[src/rtl/dlyrd_pkg.sv]
// Shared encodings for the delayed read retry controller.
// Assumes termination codes above 4 are never presented by the bus side.
package dlyrd_pkg;

    typedef enum logic [2:0] {
        TERM_NORMAL = 3'd0,
        TERM_RETRY  = 3'd1,
        TERM_DISC   = 3'd2,
        TERM_TABORT = 3'd3,
        TERM_MABORT = 3'd4
    } tgt_term_e;

    typedef enum logic [2:0] {
        RSP_COMPLETE = 3'd0,
        RSP_DISC     = 3'd1,
        RSP_TABORT   = 3'd2,
        RSP_MABORT   = 3'd3,
        RSP_GIVEUP   = 3'd4
    } ini_rsp_e;

    typedef enum logic [1:0] {
        ST_IDLE  = 2'd0,
        ST_ISSUE = 2'd1,
        ST_WAIT  = 2'd2
    } seq_state_e;

endpackage

[src/rtl/dlyrd_term_map.sv]
// Maps the termination of a finished target attempt to the initiator response.
// Purely combinational. It assumes the request fields are already latched and
// that the transfer count is valid whenever a termination is presented.
module dlyrd_term_map
    import dlyrd_pkg::*;
#(
    parameter int LEN_W = 16
) (
    input  logic [2:0]       term,
    input  logic             prefetch,
    input  logic [LEN_W-1:0] want_len,
    input  logic [LEN_W-1:0] got_len,
    output ini_rsp_e         code
);

    logic short_read;

    // Initiator asked for more words than the target delivered.
    assign short_read = (want_len > got_len);

    // Choose the initiator response for each termination kind.
    always_comb begin
        unique case (tgt_term_e'(term))
            TERM_NORMAL: begin
                if (!prefetch)       code = RSP_DISC;
                else if (short_read) code = RSP_DISC;
                else                 code = RSP_COMPLETE;
            end
            TERM_DISC:   code = short_read ? RSP_DISC : RSP_COMPLETE;
            TERM_TABORT: code = RSP_TABORT;
            TERM_MABORT: code = RSP_MABORT;
            default:     code = RSP_MABORT;
        endcase
    end

endmodule

[src/rtl/dlyrd_seq.sv]
// Attempt sequencer: accepts one delayed read, issues it on the target bus,
// re-issues on retry and counts retries against a saturating budget.
// Assumes tgt_done is only meaningful in the cycle after an issue or later.
module dlyrd_seq
    import dlyrd_pkg::*;
#(
    parameter int LEN_W       = 16,
    parameter int RETRY_LIMIT = 1 << 24
) (
    input  logic             clk,
    input  logic             rst_n,
    input  logic             req_valid,
    output logic             req_ready,
    input  logic             req_prefetch,
    input  logic [LEN_W-1:0] req_len,
    output logic             tgt_issue,
    input  logic             tgt_done,
    input  logic [2:0]       tgt_term,
    output logic             pf_q,
    output logic [LEN_W-1:0] len_q,
    input  ini_rsp_e         map_code,
    output logic             rsp_valid,
    output ini_rsp_e         rsp_code,
    output logic             fin_tabort,
    output logic             exhaust
);

    localparam int CNT_W = $clog2(RETRY_LIMIT + 1);
    localparam logic [CNT_W-1:0] CNT_LAST = CNT_W'(RETRY_LIMIT - 1);
    localparam logic [CNT_W-1:0] CNT_SAT  = CNT_W'(RETRY_LIMIT);

    seq_state_e       state;
    logic [CNT_W-1:0] retry_cnt;
    logic             ended;
    logic             is_retry;
    logic             last_try;

    // Handshake and issue strobe decode from the state.
    assign req_ready = (state == ST_IDLE);
    assign tgt_issue = (state == ST_ISSUE);

    // Attempt end and its classification.
    assign ended      = (state == ST_WAIT) && tgt_done;
    assign is_retry   = (tgt_term_e'(tgt_term) == TERM_RETRY);
    assign last_try   = (retry_cnt >= CNT_LAST);
    assign exhaust    = ended && is_retry && last_try;
    assign fin_tabort = ended && (tgt_term_e'(tgt_term) == TERM_TABORT);

    // State, retry budget, latched request and registered response.
    always_ff @(posedge clk) begin
        if (!rst_n) begin
            state     <= ST_IDLE;
            retry_cnt <= '0;
            pf_q      <= 1'b0;
            len_q     <= '0;
            rsp_valid <= 1'b0;
            rsp_code  <= RSP_COMPLETE;
        end else begin
            rsp_valid <= 1'b0;
            unique case (state)
                ST_IDLE: begin
                    if (req_valid) begin
                        state     <= ST_ISSUE;
                        retry_cnt <= '0;
                        pf_q      <= req_prefetch;
                        len_q     <= req_len;
                    end
                end
                ST_ISSUE: state <= ST_WAIT;
                ST_WAIT: begin
                    if (tgt_done) begin
                        if (is_retry && last_try) begin
                            state     <= ST_IDLE;
                            retry_cnt <= CNT_SAT;
                            rsp_valid <= 1'b1;
                            rsp_code  <= RSP_GIVEUP;
                        end else if (is_retry) begin
                            state     <= ST_ISSUE;
                            retry_cnt <= retry_cnt + 1'b1;
                        end else begin
                            state     <= ST_IDLE;
                            rsp_valid <= 1'b1;
                            rsp_code  <= map_code;
                        end
                    end
                end
                default: state <= ST_IDLE;
            endcase
        end
    end

    // An accepted request leads to an issue in the next cycle.
    assert_accept_issues_R1: assert property (@(posedge clk) disable iff (!rst_n)
        (req_valid && req_ready) |=> tgt_issue);

    // An issue strobe lasts exactly one cycle.
    assert_issue_single_R1: assert property (@(posedge clk) disable iff (!rst_n)
        tgt_issue |=> !tgt_issue);

    // A retry inside the budget re-issues and raises no response.
    assert_retry_reissue_R2: assert property (@(posedge clk) disable iff (!rst_n)
        (ended && is_retry && !last_try) |=> (tgt_issue && !rsp_valid));

    // The retry-limit response only follows a retry termination.
    assert_giveup_after_retry_R3: assert property (@(posedge clk) disable iff (!rst_n)
        (rsp_valid && rsp_code == RSP_GIVEUP) |-> $past(tgt_done && is_retry));

    // The retry count never passes the budget.
    assert_cnt_bound_R3: assert property (@(posedge clk) disable iff (!rst_n)
        retry_cnt <= CNT_SAT);

    // No request is taken while an attempt is pending.
    assert_busy_blocks_R11: assert property (@(posedge clk) disable iff (!rst_n)
        tgt_issue |-> !req_ready);

endmodule

[src/rtl/dlyrd_status.sv]
// Sticky abort flags with write-one-to-clear, and the gated system-error pulse.
// Assumes set and clear may coincide; the set takes priority.
module dlyrd_status (
    input  logic       clk,
    input  logic       rst_n,
    input  logic       set_tabort,
    input  logic       exhaust,
    input  logic       cfg_serr_en,
    input  logic       cfg_nodeliv_dis,
    input  logic       wr_en,
    input  logic [1:0] wr_data,
    output logic       rcv_tabort,
    output logic       sig_tabort,
    output logic       serr_pulse
);

    logic clr_rcv;
    logic clr_sig;

    // Per-flag clear requests from the write port.
    assign clr_rcv = wr_en && wr_data[0];
    assign clr_sig = wr_en && wr_data[1];

    // Sticky flags: set wins over clear, otherwise hold.
    always_ff @(posedge clk) begin
        if (!rst_n) begin
            rcv_tabort <= 1'b0;
            sig_tabort <= 1'b0;
        end else begin
            rcv_tabort <= set_tabort || (rcv_tabort && !clr_rcv);
            sig_tabort <= set_tabort || (sig_tabort && !clr_sig);
        end
    end

    // One-cycle system error on an exhausted budget when reporting is allowed.
    always_ff @(posedge clk) begin
        if (!rst_n) serr_pulse <= 1'b0;
        else        serr_pulse <= exhaust && cfg_serr_en && !cfg_nodeliv_dis;
    end

    // A flag with no set and no clear keeps its value.
    assert_rcv_hold_R10: assert property (@(posedge clk) disable iff (!rst_n)
        (!set_tabort && !clr_rcv) |=> $stable(rcv_tabort));

    assert_sig_hold_R10: assert property (@(posedge clk) disable iff (!rst_n)
        (!set_tabort && !clr_sig) |=> $stable(sig_tabort));

    // The error pulse never spans two cycles.
    assert_serr_single_R4: assert property (@(posedge clk) disable iff (!rst_n)
        serr_pulse |=> !serr_pulse);

endmodule

[src/rtl/dly_rd_retry_ctrl.sv]
// Delayed read retry controller top: ties the sequencer, termination mapper
// and status block together. Assumes a single delayed read in flight.
module dly_rd_retry_ctrl
    import dlyrd_pkg::*;
#(
    parameter int LEN_W       = 16,
    parameter int RETRY_LIMIT = 1 << 24
) (
    input  logic             clk,
    input  logic             rst_n,
    input  logic             req_valid,
    output logic             req_ready,
    input  logic             req_prefetch,
    input  logic [LEN_W-1:0] req_len,
    output logic             tgt_issue,
    input  logic             tgt_done,
    input  logic [2:0]       tgt_term,
    input  logic [LEN_W-1:0] tgt_xfer_cnt,
    input  logic             cfg_serr_en,
    input  logic             cfg_nodeliv_dis,
    output logic             rsp_valid,
    output logic [2:0]       rsp_code,
    input  logic             sts_wr_en,
    input  logic [1:0]       sts_wr_data,
    output logic             sts_rcv_tabort,
    output logic             sts_sig_tabort,
    output logic             serr_pulse
);

    logic             pf_q;
    logic [LEN_W-1:0] len_q;
    ini_rsp_e         map_code;
    ini_rsp_e         rsp_code_e;
    logic             fin_tabort;
    logic             exhaust;

    assign rsp_code = rsp_code_e;

    dlyrd_seq #(
        .LEN_W       (LEN_W),
        .RETRY_LIMIT (RETRY_LIMIT)
    ) u_seq (
        .clk          (clk),
        .rst_n        (rst_n),
        .req_valid    (req_valid),
        .req_ready    (req_ready),
        .req_prefetch (req_prefetch),
        .req_len      (req_len),
        .tgt_issue    (tgt_issue),
        .tgt_done     (tgt_done),
        .tgt_term     (tgt_term),
        .pf_q         (pf_q),
        .len_q        (len_q),
        .map_code     (map_code),
        .rsp_valid    (rsp_valid),
        .rsp_code     (rsp_code_e),
        .fin_tabort   (fin_tabort),
        .exhaust      (exhaust)
    );

    dlyrd_term_map #(
        .LEN_W (LEN_W)
    ) u_map (
        .term     (tgt_term),
        .prefetch (pf_q),
        .want_len (len_q),
        .got_len  (tgt_xfer_cnt),
        .code     (map_code)
    );

    dlyrd_status u_sts (
        .clk             (clk),
        .rst_n           (rst_n),
        .set_tabort      (fin_tabort),
        .exhaust         (exhaust),
        .cfg_serr_en     (cfg_serr_en),
        .cfg_nodeliv_dis (cfg_nodeliv_dis),
        .wr_en           (sts_wr_en),
        .wr_data         (sts_wr_data),
        .rcv_tabort      (sts_rcv_tabort),
        .sig_tabort      (sts_sig_tabort),
        .serr_pulse      (serr_pulse)
    );

    // A target-abort response comes with both abort flags set.
    assert_tabort_flags_R5: assert property (@(posedge clk) disable iff (!rst_n)
        (rsp_valid && rsp_code == 3'd2) |-> (sts_rcv_tabort && sts_sig_tabort));

    // The error pulse only appears when the gating bits allowed it.
    assert_serr_gate_R4: assert property (@(posedge clk) disable iff (!rst_n)
        serr_pulse |-> $past(cfg_serr_en && !cfg_nodeliv_dis));

    // The error pulse always comes with the retry-limit response.
    assert_serr_with_giveup_R3: assert property (@(posedge clk) disable iff (!rst_n)
        serr_pulse |-> (rsp_valid && rsp_code == 3'd4));

endmodule

[config.mk]
export PLATFORM = sky130hd
export DESIGN_NAME = dly_rd_retry_ctrl
export DESIGN_NICKNAME = d
export VERILOG_FILES = /design/src/rtl/dlyrd_pkg.sv /design/src/rtl/dlyrd_term_map.sv /design/src/rtl/dlyrd_seq.sv /design/src/rtl/dlyrd_status.sv /design/src/rtl/dly_rd_retry_ctrl.sv
export SDC_FILE = /design/constraint.sdc
export NUM_CORES = 1
export LEC_CHECK = 0
export BUFFER_PORTS_ARGS = -buffer_cell sky130_fd_sc_hd__buf_4
export CAP_MARGIN = 0
export CORE_MARGIN = 4
export CORE_UTILIZATION = 50
export DETAILED_ROUTE_END_ITERATION = 8
export PLACE_DENSITY = 0.71
export SYNTH_ARGS = -nofsm -noshare
export SYNTH_HDL_FRONTEND = slang
export SYNTH_SLANG_ARGS = --single-unit
[constraint.sdc]
create_clock -name clk -period 2.6 [get_ports clk]
set_clock_uncertainty 0.2 [all_clocks]
set_input_delay 0 -clock clk [delete_from_list [all_inputs] [get_ports clk]]
set_output_delay 0 -clock clk [all_outputs]
set_load 0.05 [all_outputs]
==> reports/results.txt, run 1 <==
The most common cell type on the critical path is sky130_fd_sc_hd__nor2_1. The largest incremental delay on the critical path is 0.54 ns, and the global-route congestion overflow total is 0. After routing the design area is 3830 um^2.

The initialized floorplan defines 26 standard-cell rows. From left edge to right edge, the die measures 81.9 um. The tools report the deepest clock path buffer count as 2. The finished layout holds 522 standard cells, fillers aside. The maximum clock frequency is 0.397 GHz. The chip height is 81.9 um, and the critical path data required time is 2.65 ns. sky130_fd_sc_hd__dfxtp_1 takes more of the synthesized area than any other cell. The first detailed-routing pass took 4 iterations. The number of top-level pins was 54; the placed instance area was 3230 um^2. The number of pins with negative max-slew slack in the final report is 0.

STA classifies the critical path endpoint as a register. The worst setup path is launched from a register. The count of nets left with antenna violations once routing finished came out at 0. For the number of warnings issued by yosys, the log shows 0. The data arrival time of the critical path was 2.57 ns; the number of placed cells counting well taps was 469. The share of synthesized area in the top cell type comes to 37.4%. The detailed router put a total of 3360 um of wire on met1.

Of all nets on the critical path, the largest fanout is 6. The critical path in this run is classified as reg2reg. Leading cell type in the layout, fill and taps excluded: sky130_fd_sc_hd__nand2_1.

Leakage power total: 1.66 nW. In this run the tightest slew margin relative to its limit is 48.5%. Cell with the largest stage delay on the worst path: sky130_fd_sc_hd__dlygate4sd3_1.

The initial utilization of the core area, before any placement, comes to 52.4%. For the pin with the worst max-slew slack, the measured transition is 0.772 ns. Global routing used 23.6% of the available tracks. The HPWL after detailed placement is 5040 um. The area growth from synthesis to layout is 40.6%. TritonCTS built the clock tree. For this block, the via count after detailed routing is 2795. The number of global-route vias before repair was 2693. The clock-pin slew on the worst setup and hold paths was 0.10 ns. Entering global routing, the biggest net connects 24 pins. The core region is 5200 um^2. Number of hold violations in the final report: 0.

Counting every net in the synthesized netlist gives 410. The filler cells instantiated in the layout total 410. The synthesized design contains 0 enable-type register cells. Dividing the detail-routed wire length by the instance count gives 14.4 um. The tools report the clock root buffer as sky130_fd_sc_hd__clkbuf_8. The number of maximum-capacitance violations is 0.

The CTS sink count is 51, and the worst path buffer plus inverter count is 2. Yosys attributes the largest share of cell area to sky130_fd_sc_hd__dfxtp_1, sky130_fd_sc_hd__nand2_1, sky130_fd_sc_hd__ha_1, sky130_fd_sc_hd__a21oi_1, sky130_fd_sc_hd__nor2_1. DRC marker count from the first detailed-route iteration: 116. Detailed routing placed a total of 3660 um of wire on met2. For the worst-skew pair, the clock arrives at the later sink with an insertion delay of 0.31 ns.

Setup violations remaining at the end of the flow were counted as 0. In this run the power density over the cells is 455 nW/um^2. The ratio of final minimum period to clock period works out to 96.9%. Walking the worst path, the cells encountered are ha_2 > and3_4 > nand4_1 > nor3_2 > buf_4 > nor2_1 > nor2_1 > o221a_2 > dlygate4sd3_1. The logs give 12300 um for the global-route wire length before repair and 397 um for the sum of met3 wire segment lengths after detailed routing. The total routed wirelength was 7510 um. The topmost layer with routed signal wires was met4. The final RePlAce weighted congestion was 0.864.

Counting flops and latches in the post-synthesis netlist gives 51. For the number of buffers inserted during clock tree synthesis, the log shows 5. The H-tree was split into 2 levels.

After detailed routing, the number of vias per cell comes to 5.35. The dominant delay contributor by cell family on the critical path was simple AND/OR/NAND/NOR gates. The logs give 513 for the final layout net count and 47 for the unique cell type count in the Yosys netlist. The synthesized netlist occupies a cell area of 2730 um^2.

The worst path needs 2.52 ns of the cycle, external delays included. The count of input and output buffers is 53. Leaving out fill and tap cells, the most frequent cells in the layout are sky130_fd_sc_hd__nand2_1, sky130_fd_sc_hd__buf_4, sky130_fd_sc_hd__dfxtp_1. The total die area is 6700 um^2, and the number of DRC violations after detailed routing is 0. Of the cells placed in the final design, the portion with a size suffix greater than 1 is 19.0%. The worst-case IR drop observed on VDD is 429 uV.

The min-delay analysis places its worst path in the category in2reg. Counting flops with an async set or reset pin after synthesis yields a share of 0%. After synthesis, flip-flops and latches occupy 37.4% of the total area. The number of antenna violations at the first check in global routing is 0, and the number of cells produced by synthesis is 348. For this run, the leading register cell type out of synthesis is sky130_fd_sc_hd__dfxtp_1.

The number of antenna diodes in the final layout is 0. In this run the mean area of a mapped cell was 7.84 um^2. The flow ran to the end, and the final reports show no timing, DRC or antenna violations.
==> layout make-up <==
type | count | area (um^2) | share of cell area (%)
Inverter | 21 | 78.8 | 2.06
Tap cell | 70 | 87.6 | 2.28
Clock buffer | 5 | 68.8 | 1.79
Multi-Input combinational cell | 265 | 1590 | 41.5
Timing Repair Buffer | 107 | 913 | 23.8
Clock inverter | 3 | 67.6 | 1.76
Sequential cell | 51 | 1030 | 26.8
==> final timing paths <==
kind	slack (ns)	to	startpoint	cells after the start
min	0.009	u_seq.retry_cnt[8]	tgt_term[1]	6
min reg2reg	0.27	u_seq.pf_q	u_seq.pf_q	2
max	0.08	u_seq.rsp_code[2]	u_seq.retry_cnt[0]	9
max reg2reg	0.08	u_seq.rsp_code[2]	u_seq.retry_cnt[0]	9
==> report_power, final <==
group	switching, W	internal (W)
Sequential	0.0000131	0.000799
Combinational	0.000137	0.000144
Clock	0.000268	0.000384
Total	0.000418	0.00133
==> sequential cells by signal, summed over array words and instances, names as in the netlist <==
register and flops:
u_seq.retry_cnt 25, u_seq.len_q 16, u_seq.rsp_code 3, u_seq.state 2
u_seq.pf_q 1, u_seq.rsp_valid 1, u_sts.rcv_tabort 1, u_sts.serr_pulse 1
u_sts.sig_tabort 1
==> synth_stat cells (2+ instances only) <==
master                      n
sky130_fd_sc_hd__inv_1     21
sky130_fd_sc_hd__nor2b_1    5
sky130_fd_sc_hd__and3_4     2
sky130_fd_sc_hd__ha_1      17
sky130_fd_sc_hd__dfxtp_1   51
sky130_fd_sc_hd__nand2b_1   3
sky130_fd_sc_hd__xor2_1     4
sky130_fd_sc_hd__nand3_1   16
sky130_fd_sc_hd__o21ai_0   11
sky130_fd_sc_hd__o211ai_1   6
sky130_fd_sc_hd__o21a_1     2
sky130_fd_sc_hd__nand2_1   68
sky130_fd_sc_hd__nor2_1    23
sky130_fd_sc_hd__and3_1    11
sky130_fd_sc_hd__o31ai_1    2
sky130_fd_sc_hd__nand4_1    3
sky130_fd_sc_hd__or2_2      2
sky130_fd_sc_hd__a31oi_1    2
sky130_fd_sc_hd__nand3b_1   4
sky130_fd_sc_hd__clkbuf_1   9
sky130_fd_sc_hd__and2_1     3
sky130_fd_sc_hd__and4_1     4
sky130_fd_sc_hd__o21bai_1   2
sky130_fd_sc_hd__a21oi_1   34
sky130_fd_sc_hd__or3_1      3
sky130_fd_sc_hd__nor3_1    10
sky130_fd_sc_hd__xnor2_1    6
sky130_fd_sc_hd__a21o_1     4
sky130_fd_sc_hd__nor4_1     2
==> metal layers <==
metal | up-vias | GRT usage, %
met2 | 75 | 39.8
met3 | 11 | 4.61
met4 | 0 | 5.98
met5 | - | 0
met1 | 1285 | 30.9
li1 | 1424 | -
==> worst reg2reg max path: stages (launching register included) <==
cell and delay (ns):
sky130_fd_sc_hd__dfxtp_4 0.38, sky130_fd_sc_hd__ha_2 0.20, sky130_fd_sc_hd__and3_4 0.19, sky130_fd_sc_hd__nand4_1 0.20, sky130_fd_sc_hd__nor3_2 0.29, sky130_fd_sc_hd__buf_4 0.16
sky130_fd_sc_hd__nor2_1 0.05, sky130_fd_sc_hd__nor2_1 0.08, sky130_fd_sc_hd__o221a_2 0.18, sky130_fd_sc_hd__dlygate4sd3_1 0.54
==> through the flow <==
stage               hold slack [ns]  power (W)  util [%]  setup WS, ns  TNS [ns]
global placement            -0.0358    0.00105      62.1         0.186         0
finish                      0.00862    0.00174      73.7        0.0808         0
floorplan                    -0.123   0.000955         -         0.264         0
global route                 0.0359    0.00182      73.7       -0.0157   -0.0157
CTS                        0.000242    0.00175      73.1        0.0143         0
detailed placement          -0.0241    0.00106      62.1         0.167         0
==> what timing repair did <==
action | CTS | global route
setup endpoints to repair | 0 | 1
setup buffers | 0 | 1
endpoints found under the hold margin | 30 | 0
resized for setup | 0 | 7
hold buffers | 44 | 0
==> cell families (layout without fill, tap and decap cells) <==
| family | count (synthesis) | in the layout | share of synthesized area [%] |
|---|---|---|---|
| simple gates | 164 | 164 | 29.6 |
| fa+ha+maj | 17 | 17 | 7.80 |
| buf+inv | 32 | 136 | 4.72 |
| xor+xnor | 10 | 10 | 3.21 |
| flops | 51 | 51 | 37.4 |
| compound gates | 74 | 74 | 17.2 |
(Power assumes the default switching activity.)
==> run 2, diff against run 1 <==
--- a/config.mk
+++ b/config.mk
@@ -9,2 +9,3 @@
 export CAP_MARGIN = 0
+export CORE_ASPECT_RATIO = 1.4
 export CORE_MARGIN = 4
@@ -12,5 +13,6 @@
 export DETAILED_ROUTE_END_ITERATION = 8
-export PLACE_DENSITY = 0.71
+export PLACE_DENSITY = 0.72
 export SYNTH_ARGS = -nofsm -noshare
 export SYNTH_HDL_FRONTEND = slang
+export SYNTH_HIERARCHICAL = 1
 export SYNTH_SLANG_ARGS = --single-unit
--- a/constraint.sdc
+++ b/constraint.sdc
@@ -4,2 +4,2 @@
 set_output_delay 0 -clock clk [all_outputs]
-set_load 0.05 [all_outputs]
+set_load 0.02 [all_outputs]
==> run 2 against run 1 <==
  * Hold slack better by 0.030 ns
  * Count of clock-buffer cells in the layout grew 1
  * Via count fell by 11%
  * Critical path depth shrank 3
  * Synthesized cell count decreased by 6.0%
  * Sequential power is essentially flat
  * Combinational power decreased by 11%
  * First-iteration DRC count increased by 15%
  * Fmax rose by 3.2%
  * Cell area shrank 9.0%
  * Largest cell class unchanged
  * Sequential cell count unchanged
==> reports/results.txt, run 2 <==
For the number of pins with negative max-slew slack in the final report, the log shows 0 (unchanged). The logs give 51.3% (was 52.4%) for the effective utilization at floorplan and 46 (was 47) for the unique cell type count in the Yosys netlist. The tightest slew margin relative to the limit was 53.0% (was 48.5%). For the number of maximum-capacitance violations, the log shows 0 (unchanged).

The tools report the critical path data required time as 2.65 ns (about the same). The number of setup violations in the final report came out at 0 (unchanged). The end of the critical path was u_sts/serr_pulse (was u_seq.rsp_code[2]).

The tools report the total length of routed met2 wires as 3400 um (was 3660 um). The number of top-level pins is 54 (unchanged), and the maximum clock frequency is 0.409 GHz (was 0.397 GHz). The total routed wirelength was 6300 um (was 7510 um); the share of layout cells above drive strength 1 was 19.2% (was 19.0%). The share of cell area taken by muxes after synthesis was 0.381% (was 0%); the mean instance size in the synthesized netlist was 8.04 um^2 (was 7.84 um^2). Setup repair after global routing left no endpoint under its margin. The register with the most flip-flops was u_seq/retry_cnt (was u_seq.retry_cnt). The top flip-flop cell by instance count after synthesis was sky130_fd_sc_hd__dfxtp_1 (unchanged). The average vias per placed instance is 5.28 (was 5.35), and the count of input and output buffers is 53 (unchanged). The share of the synthesized netlist area taken by xor and xnor gates came out at 4.33% (was 3.21%).

For the CTS sink count, the log shows 51 (unchanged). The finished layout cell area was 3490 um^2 (was 3830 um^2); the number of antenna violations at the first check in global routing was 0 (unchanged). The total die area came out at 6500 um^2 (was 6700 um^2).

Kind of start point of the critical path: a register (unchanged). The leakage power total was 1.47 nW (was 1.66 nW); the floorplan die width was 69.3 um (was 81.9 um). Library cell with the largest summed area after synthesis: sky130_fd_sc_hd__dfxtp_1 (unchanged).

Leading cell types in the layout, fill and taps excluded: sky130_fd_sc_hd__buf_4, sky130_fd_sc_hd__dfxtp_1, sky130_fd_sc_hd__nand2_1 (was sky130_fd_sc_hd__nand2_1, sky130_fd_sc_hd__buf_4, sky130_fd_sc_hd__dfxtp_1). The measured slew at the worst slew-check pin was 0.704 ns (was 0.772 ns). For the layout filler cell count, the log shows 441 (was 410). The run gives 2 (unchanged) as the deepest clock path buffer count.

The first element of the critical path is u_seq/retry_cnt[17] (was u_seq.retry_cnt[0]). The total negative setup slack came out at 0 ns (unchanged). The tools report the critical path capture point type as a register (unchanged). Worst min-delay path category: in2reg (unchanged). Synth area leaders: sky130_fd_sc_hd__dfxtp_1, sky130_fd_sc_hd__ha_1, sky130_fd_sc_hd__a21oi_1, sky130_fd_sc_hd__nand2_1, sky130_fd_sc_hd__nor2_1 (was sky130_fd_sc_hd__dfxtp_1, sky130_fd_sc_hd__nand2_1, sky130_fd_sc_hd__ha_1, sky130_fd_sc_hd__a21oi_1, sky130_fd_sc_hd__nor2_1). The global routing usage summed across all routing layers came out at 20.7% (was 23.6%). The tools report the number of warnings issued by yosys as 6 (was 0). Flip-flop count of the largest register, all copies and words added: 25 (unchanged). The tools report the number of placed cells counting well taps as 437 (was 469).

The area used by sequential logic in the layout was 1020 um^2 (was 1030 um^2); the reg2reg setup slack was 0.16 ns (was 0.08 ns). For the final design utilization, the log shows 68.1% (was 73.7%). The logs give 0.0389 ns (was 0.00862 ns) for the worst hold slack and 0 (unchanged) for the number of DRC violations after detailed routing. For the peak supply drop, the log shows 408 uV (was 429 uV). Registers with the highest flip-flop counts: u_seq/retry_cnt: 25 flops, u_seq/len_q: 16 flops, u_seq/rsp_code: 3 flops (was u_seq.retry_cnt: 25 flops, u_seq.len_q: 16 flops, u_seq.rsp_code: 3 flops). The data arrival time of the critical path came out at 2.49 ns (was 2.57 ns). Number of cells on the worst reg-to-reg path: 6 (was 9). The HPWL reported at the end of detailed placement was 4340 um (was 5040 um); the ratio of final minimum period to clock period was 93.9% (was 96.9%).

The final layout net count came out at 468 (was 513). The sequential-to-total area share from yosys stat is 38.8% (was 37.4%). The run gives 473 (was 522) as the final standard cell count with taps included and fillers excluded. The critical path start-end classification was reg2reg (unchanged).

For the total nets after synthesis, the log shows 389 (was 410). The DRC marker count from the first detailed-route iteration was 133 (was 116); the detailed-router iteration count before antenna repair was 6 (was 4). The final antenna-violating net count was 0 (unchanged); the largest fanout of any net on the critical path was 5 (was 6).

The count of H-tree levels built during CTS was 2 (unchanged); the final RePlAce weighted congestion was 0.803 (was 0.864). The leading cell type in the layout, fill and taps excluded was sky130_fd_sc_hd__buf_4 (was sky130_fd_sc_hd__nand2_1). The flow ran to the end, and the final reports show no timing, DRC or antenna violations.

Number of hold violations in the final report: 0 (unchanged). Most numerous cell types in the synthesized netlist: sky130_fd_sc_hd__dfxtp_1, sky130_fd_sc_hd__nand2_1, sky130_fd_sc_hd__a21oi_1 (was sky130_fd_sc_hd__nand2_1, sky130_fd_sc_hd__dfxtp_1, sky130_fd_sc_hd__a21oi_1). The clock-pin slew on the worst setup and hold paths was 0.10 ns (about the same); the placed instance area was 3080 um^2 (was 3230 um^2). The shortest clock period the worst path allows after layout is 2.44 ns (was 2.52 ns). The number of synthesized register bits works out to 51 (unchanged). The clock root buffer was sky130_fd_sc_hd__clkbuf_8 (unchanged). The dominant combinational cell family by area after synthesis was simple AND/OR/NAND/NOR gates (unchanged). Compound-gate portion of the synthesized area: 15.1% (was 17.2%). The per-cell routed wire length works out to 13.3 um (was 14.4 um). The fraction of the mapped netlist area in adder cells was 8.09% (was 7.80%); the number of standard-cell rows in the floorplan was 31 (was 26).

The maximum number of pins on one net before global-route repair came out at 25 (was 24). The tools report the worst reg2reg path endpoint as u_sts/serr_pulse (was u_seq.rsp_code[2]). The chip height came out at 93.8 um (was 81.9 um). The tools report the floorplan core area as 5120 um^2 (was 5200 um^2). The run gives 5 (unchanged) as the number of buffers inserted during clock tree synthesis. The number of cells produced by synthesis came out at 327 (was 348).

TritonCTS built the clock tree. The power per standard cell area was 443 nW/um^2 (was 455 nW/um^2). The run gives 1480 um^2 (was 1590 um^2) as the multi-input combinational cell area. The total routed wire length on the met1 layer was 2580 um (was 3360 um). For the sum of met3 wire segment lengths after detailed routing, the log shows 231 um (was 397 um). The topmost layer with routed signal wires was met4 (unchanged). The global-route wire length before repair came out at 11100 um (was 12300 um).

The relative area change from synthesis to final layout is 32.7% (was 40.6%). Number of global-route vias before repair: 2454 (was 2693). The logs give 2630 um^2 (was 2730 um^2) for the cell area after technology mapping and 0 (unchanged) for the antenna diode instance count.

The via count was 2499 (was 2795). Count of flip-flops with a built-in enable after synthesis: 0 (unchanged). The area fraction of the dominant cell type after synthesis works out to 38.8% (was 37.4%). Dominant cell by count in the synthesized netlist: sky130_fd_sc_hd__dfxtp_1 (was sky130_fd_sc_hd__nand2_1). The run gives 0.31 ns (about the same) as the insertion delay to the later sink of the worst-skew pair.

The tools report the startpoint of the worst-slack reg-to-reg timing path as u_seq/retry_cnt[17] (was u_seq.retry_cnt[0]). The share of synthesized cell area in and, or, nand and nor gates is 27.3% (was 29.6%), and the global-route congestion overflow total is 0 (unchanged). The async set or reset register ratio after synthesis was 0% (unchanged).
==> run 2: metal layers <==
layer | up-vias | global-route usage, %
li1 | 1288 | -
met1 | 1151 | 23.0
met2 | 52 | 39.0
met3 | 8 | 4.71
met4 | 0 | 6.03
met5 | - | 0
==> run 2: what timing repair did <==
| item | in CTS | in global routing |
|---|---|---|
| hold buffers | 27 | 0 |
| setup endpoints to repair | 0 | 3 |
| gates resized for setup | 0 | 5 |
| endpoints found under the hold margin | 27 | 0 |
| buffers inserted | 0 | 1 |
==> run 2: logic make-up after synthesis <==
family	after synthesis
AO/OA/AOI/OAI	68
XOR/XNOR	13
adder cells (fa/ha/maj)	17
buffers and inverters	38
flip-flops	51
multiplexers	1
other	1
AND/OR/NAND/NOR	138
==> run 2: how the worst min path moves through the flow <==
stage / start / endpoint / cells past startpoint
2_1_floorplan: sts_wr_data[0] / u_sts/rcv_tabort / 1
4_1_cts: req_valid / u_seq/retry_cnt[0] / 5
5_1_grt: tgt_term[0] / u_seq/rsp_code[0] / 5
6_report: req_valid / u_seq/retry_cnt[0] / 5
3_3_place_gp: sts_wr_data[0] / u_sts/rcv_tabort / 2
3_5_place_dp: sts_wr_data[0] / u_sts/rcv_tabort / 2
==> run 2: power breakdown <==
part           total, W  internal, W  switching, W
combinational  0.000250     0.000125      0.000125
sequential     0.000815     0.000801     0.0000133
clock          0.000481     0.000218      0.000263
total           0.00155      0.00114      0.000401
==> run 2: stage by stage <==
step / worst slack, ns / power (W)
after global placement: 0.464 / 0.00105
final: 0.158 / 0.00155
after floorplan: 0.469 / 0.000955
after CTS: 0.0252 / 0.00157
after detailed placement: 0.413 / 0.00105
after global routing: 0.0275 / 0.00162
==> run 2: worst max-delay path, stage by stage, from the launching register on <==
cell and delay, ns:
sky130_fd_sc_hd__dfxtp_1 0.37, sky130_fd_sc_hd__nand4_1 0.24, sky130_fd_sc_hd__nor4_2 0.40, sky130_fd_sc_hd__a31oi_2 0.18, sky130_fd_sc_hd__nor3_1 0.23, sky130_fd_sc_hd__and4b_1 0.22, sky130_fd_sc_hd__dlygate4sd3_1 0.55
==> run 2: layout make-up <==
class	count	share of cell area, %
clock buffers	6	2.37
flip-flops and latches	51	29.3
well taps	66	2.37
repair buffers	86	20.4
inverters	24	2.58
multi-input cells	238	42.5
clock inverters	2	0.466
==> run 3, diff against run 2 <==
Settings changed: CELL_PAD_IN_SITES_DETAIL_PLACEMENT set to 0, CELL_PAD_IN_SITES_GLOBAL_PLACEMENT set to 1, CORE_UTILIZATION 50 to 40, PLACE_DENSITY 0.72 to 0.77.
==> run 3 against run 2 <==
  * Sequential share of layout area shrank 0.19 points
  * Via count shrank 0.76%
  * Count of clock-buffer cells in the layout grew 1
  * Largest cell class unchanged
  * Die area grew 22%
  * Clock power grew 4.8%
  * Hold slack lost 0.015 ns
  * Setup slack gained 0.028 ns
==> reports/results.txt, run 3 (synthesis gave the netlist of run 2 again) <==
The tools report the total die area as 7950 um^2 (was 6500 um^2). The chip height is 104 um (was 93.8 um), and the finished layout cell area is 3510 um^2 (was 3490 um^2). The leading cell type in the layout, fill and taps excluded is sky130_fd_sc_hd__buf_4 (unchanged). The tools report the critical path data required time as 2.65 ns (about the same). The logs give 0.0240 ns (was 0.0389 ns) for the worst hold slack and 4 (was 6) for the detailed-router iteration count before antenna repair. The number of cells on the worst reg-to-reg path is 5 (was 6).

The tools report the count of H-tree levels built during CTS as 2 (unchanged). The critical path capture point type was a register (unchanged). The per-cell routed wire length was 13.3 um (about the same). The number of standard-cell rows in the floorplan is 34 (was 31), and the fraction of power consumed by combinational cells is 16.1% (was 16.2%). The tools report the final layout net count as 469 (was 468). The share of layout cells above drive strength 1 is 19.4% (was 19.2%). The dominant delay contributor by cell family on the critical path was simple AND/OR/NAND/NOR gates (unchanged). The antenna diode instance count is 0 (unchanged). The startpoint of the worst-slack reg-to-reg timing path was u_seq/state[1] (was u_seq/retry_cnt[17]). The switching part of the total works out to 25.4% (was 26.0%). The number of global-route vias before repair came out at 2462 (was 2454). The run gives 32.1% (was 31.1%) as the clock share of power. Critical path start-end classification: reg2reg (unchanged). Number of maximum-capacitance violations: 0 (unchanged). Kind of start point of the critical path: a register (unchanged).

The clock-pin slew on the worst setup and hold paths was 0.09 ns (was 0.10 ns). The cell with the largest stage delay on the worst path is sky130_fd_sc_hd__dlygate4sd3_1 (unchanged). The peak supply drop is 290 uV (was 408 uV).

Number of pins with negative max-slew slack in the final report: 0 (unchanged). The DRC marker count from the first detailed-route iteration came out at 96 (was 133). Registers with the highest flip-flop counts: u_seq/retry_cnt: 25 flops, u_seq/len_q: 16 flops, u_seq/rsp_code: 3 flops (unchanged). The clock root buffer is sky130_fd_sc_hd__clkbuf_8 (unchanged). The run gives 0.19 ns (was 0.16 ns) as the reg2reg setup slack. Setup repair after global routing left no endpoint under its margin.

The worst path buffer plus inverter count is 1 (unchanged). The measured slew at the worst slew-check pin is 0.704 ns (about the same). The run gives 0.30 ns (was 0.31 ns) as the insertion delay to the later sink of the worst-skew pair. The final RePlAce weighted congestion came out at 0.778 (was 0.803). The data arrival time of the critical path is 2.46 ns (was 2.49 ns), and the total routed wirelength is 6360 um (was 6300 um). For the number of DRC violations after detailed routing, the log shows 0 (unchanged). The instance count along the most critical hold path was 4 (was 5); the ratio of final minimum period to clock period was 92.8% (was 93.9%).

TritonCTS built the clock tree. The tools report the tightest slew margin relative to the limit as 53.1% (was 53.0%). The layout filler cell count came out at 625 (was 441). The run gives 0.00117 W (was 0.00114 W) as the internal power.

Global routing usage summed across all routing layers: 17.0% (was 20.7%). The via count came out at 2480 (was 2499). The logs give 54 (unchanged) for the number of top-level pins and 1.47 nW (about the same) for the leakage power total. The CTS sink count is 51 (unchanged). The placed instance area was 3120 um^2 (was 3080 um^2); the shortest clock period the worst path allows after layout was 2.41 ns (was 2.44 ns).

The number of hold violations in the final report is 0 (unchanged), and the average vias per placed instance is 5.17 (was 5.28). Floorplan core area: 6300 um^2 (was 5120 um^2). The capture endpoint of the worst hold path is u_seq/rsp_valid (was u_seq/retry_cnt[0]).

The number of buffers inserted during clock tree synthesis was 5 (unchanged). The worst min-delay path category is in2reg (unchanged). Leading cell types in the layout, fill and taps excluded: sky130_fd_sc_hd__buf_4, sky130_fd_sc_hd__dfxtp_1, sky130_fd_sc_hd__nand2_1 (unchanged). The register share of total power is 51.8% (was 52.7%), and the final design utilization is 55.8% (was 68.1%). Cell-by-cell trace of the critical path: nand3b_1 > nor4bb_2 > o21ai_0 > a31oi_1 > dlygate4sd3_1 (was nand4_1 > nor4_2 > a31oi_2 > nor3_1 > and4b_1 > dlygate4sd3_1).

The global-route congestion overflow total is 0 (unchanged). The tools report the switching power summed over all nets as 0.000399 W (was 0.000401 W). The largest incremental delay on the critical path works out to 0.57 ns (was 0.55 ns). The tools report the maximum clock frequency as 0.414 GHz (was 0.409 GHz).

The final antenna-violating net count is 0 (unchanged). The total negative setup slack is 0 ns (unchanged). The relative area change from synthesis to final layout is 33.6% (was 32.7%).

The tools report the HPWL reported at the end of detailed placement as 4610 um (was 4340 um). Origin of the worst min-delay path: tgt_term[2] (was req_valid). Register with the most flip-flops: u_seq/retry_cnt (unchanged).

The number of setup violations in the final report was 0 (unchanged); the count of input and output buffers was 53 (unchanged). Floorplan die width: 76.5 um (was 69.3 um). The global-route wire length before repair was 11300 um (was 11100 um). The number of antenna violations at the first check in global routing was 0 (unchanged); the deepest clock path buffer count was 2 (unchanged).

The worst reg2reg path endpoint was u_sts/rcv_tabort (was u_sts/serr_pulse). The largest fanout of any net on the critical path is 7 (was 5), and the flip-flop count of the largest register, all copies and words added is 25 (unchanged). The power per standard cell area came out at 447 nW/um^2 (was 443 nW/um^2). The flow ran to the end, and the final reports show no timing, DRC or antenna violations. The logs give 41.8% (was 51.3%) for the effective utilization at floorplan and 24 (was 25) for the maximum number of pins on one net before global-route repair.
==> run 3: per-stage QoR <==
stage	power, W	setup WS, ns	std cells
after floorplan	0.000955	0.469	327
after global placement	0.00106	0.455	445
after detailed placement	0.00106	0.394	445
after CTS	0.00160	0.0524	480
after global routing	0.00165	0.0216	480
final	0.00157	0.186	480
==> run 3: per-layer routing <==
metal,global-route usage (%),wire length [um]
met4,4.27,74
met1,18.6,2640
met5,0,0
met2,32.5,3410
met3,3.81,236
==> run 3: worst max-delay path by stage <==
stage,from,to,slack (ns),cells after the start
after global placement,u_seq/state[1],u_seq/retry_cnt[20],0.46,5
after CTS,u_seq/state[1],u_sts/rcv_tabort,0.05,5
after global routing,u_seq/retry_cnt[0],u_sts/serr_pulse,0.02,7
final,u_seq/state[1],u_sts/rcv_tabort,0.19,5
after detailed placement,u_seq/len_q[15],u_seq/rsp_code[0],0.39,7
after floorplan,u_seq/retry_cnt[0],u_seq/retry_cnt[7],0.47,8
==> run 3: power groups by stage <==
stage | clock network (W) | logic [W] | registers, W
2_1_floorplan | 0 | 0.000123 | 0.000832
5_1_grt | 0.000551 | 0.000285 | 0.000818
3_3_place_gp | 0 | 0.000224 | 0.000833
3_5_place_dp | 0 | 0.000226 | 0.000833
6_report | 0.000504 | 0.000253 | 0.000814
4_1_cts | 0.000527 | 0.000255 | 0.000815
==> run 3: worst reg2reg max path, cell delays in order, from the launching register on <==
cell                            delay (ns)
sky130_fd_sc_hd__dfxtp_1              0.48
sky130_fd_sc_hd__nand3b_1             0.33
sky130_fd_sc_hd__nor4bb_2             0.49
sky130_fd_sc_hd__o21ai_0              0.14
sky130_fd_sc_hd__a31oi_1              0.16
sky130_fd_sc_hd__dlygate4sd3_1        0.57
==> run 3: what timing repair did <==
action	in CTS	in global routing
hold buffers	27	0
endpoints found under the setup margin	0	3
buffers inserted	0	0
endpoints found under the hold margin	27	0
gates resized for setup	0	4
==> run 3: cell type report <==
cell class / instances / area, um^2 / share of cell area [%]
well taps: 72 / 90.1 / 2.57
clock buffers: 7 / 96.3 / 2.74
multi-input cells: 238 / 1470 / 41.9
clock inverters: 1 / 7.51 / 0.214
inverters: 24 / 90.1 / 2.57
flip-flops and latches: 51 / 1020 / 29.1
repair buffers: 87 / 733 / 20.9
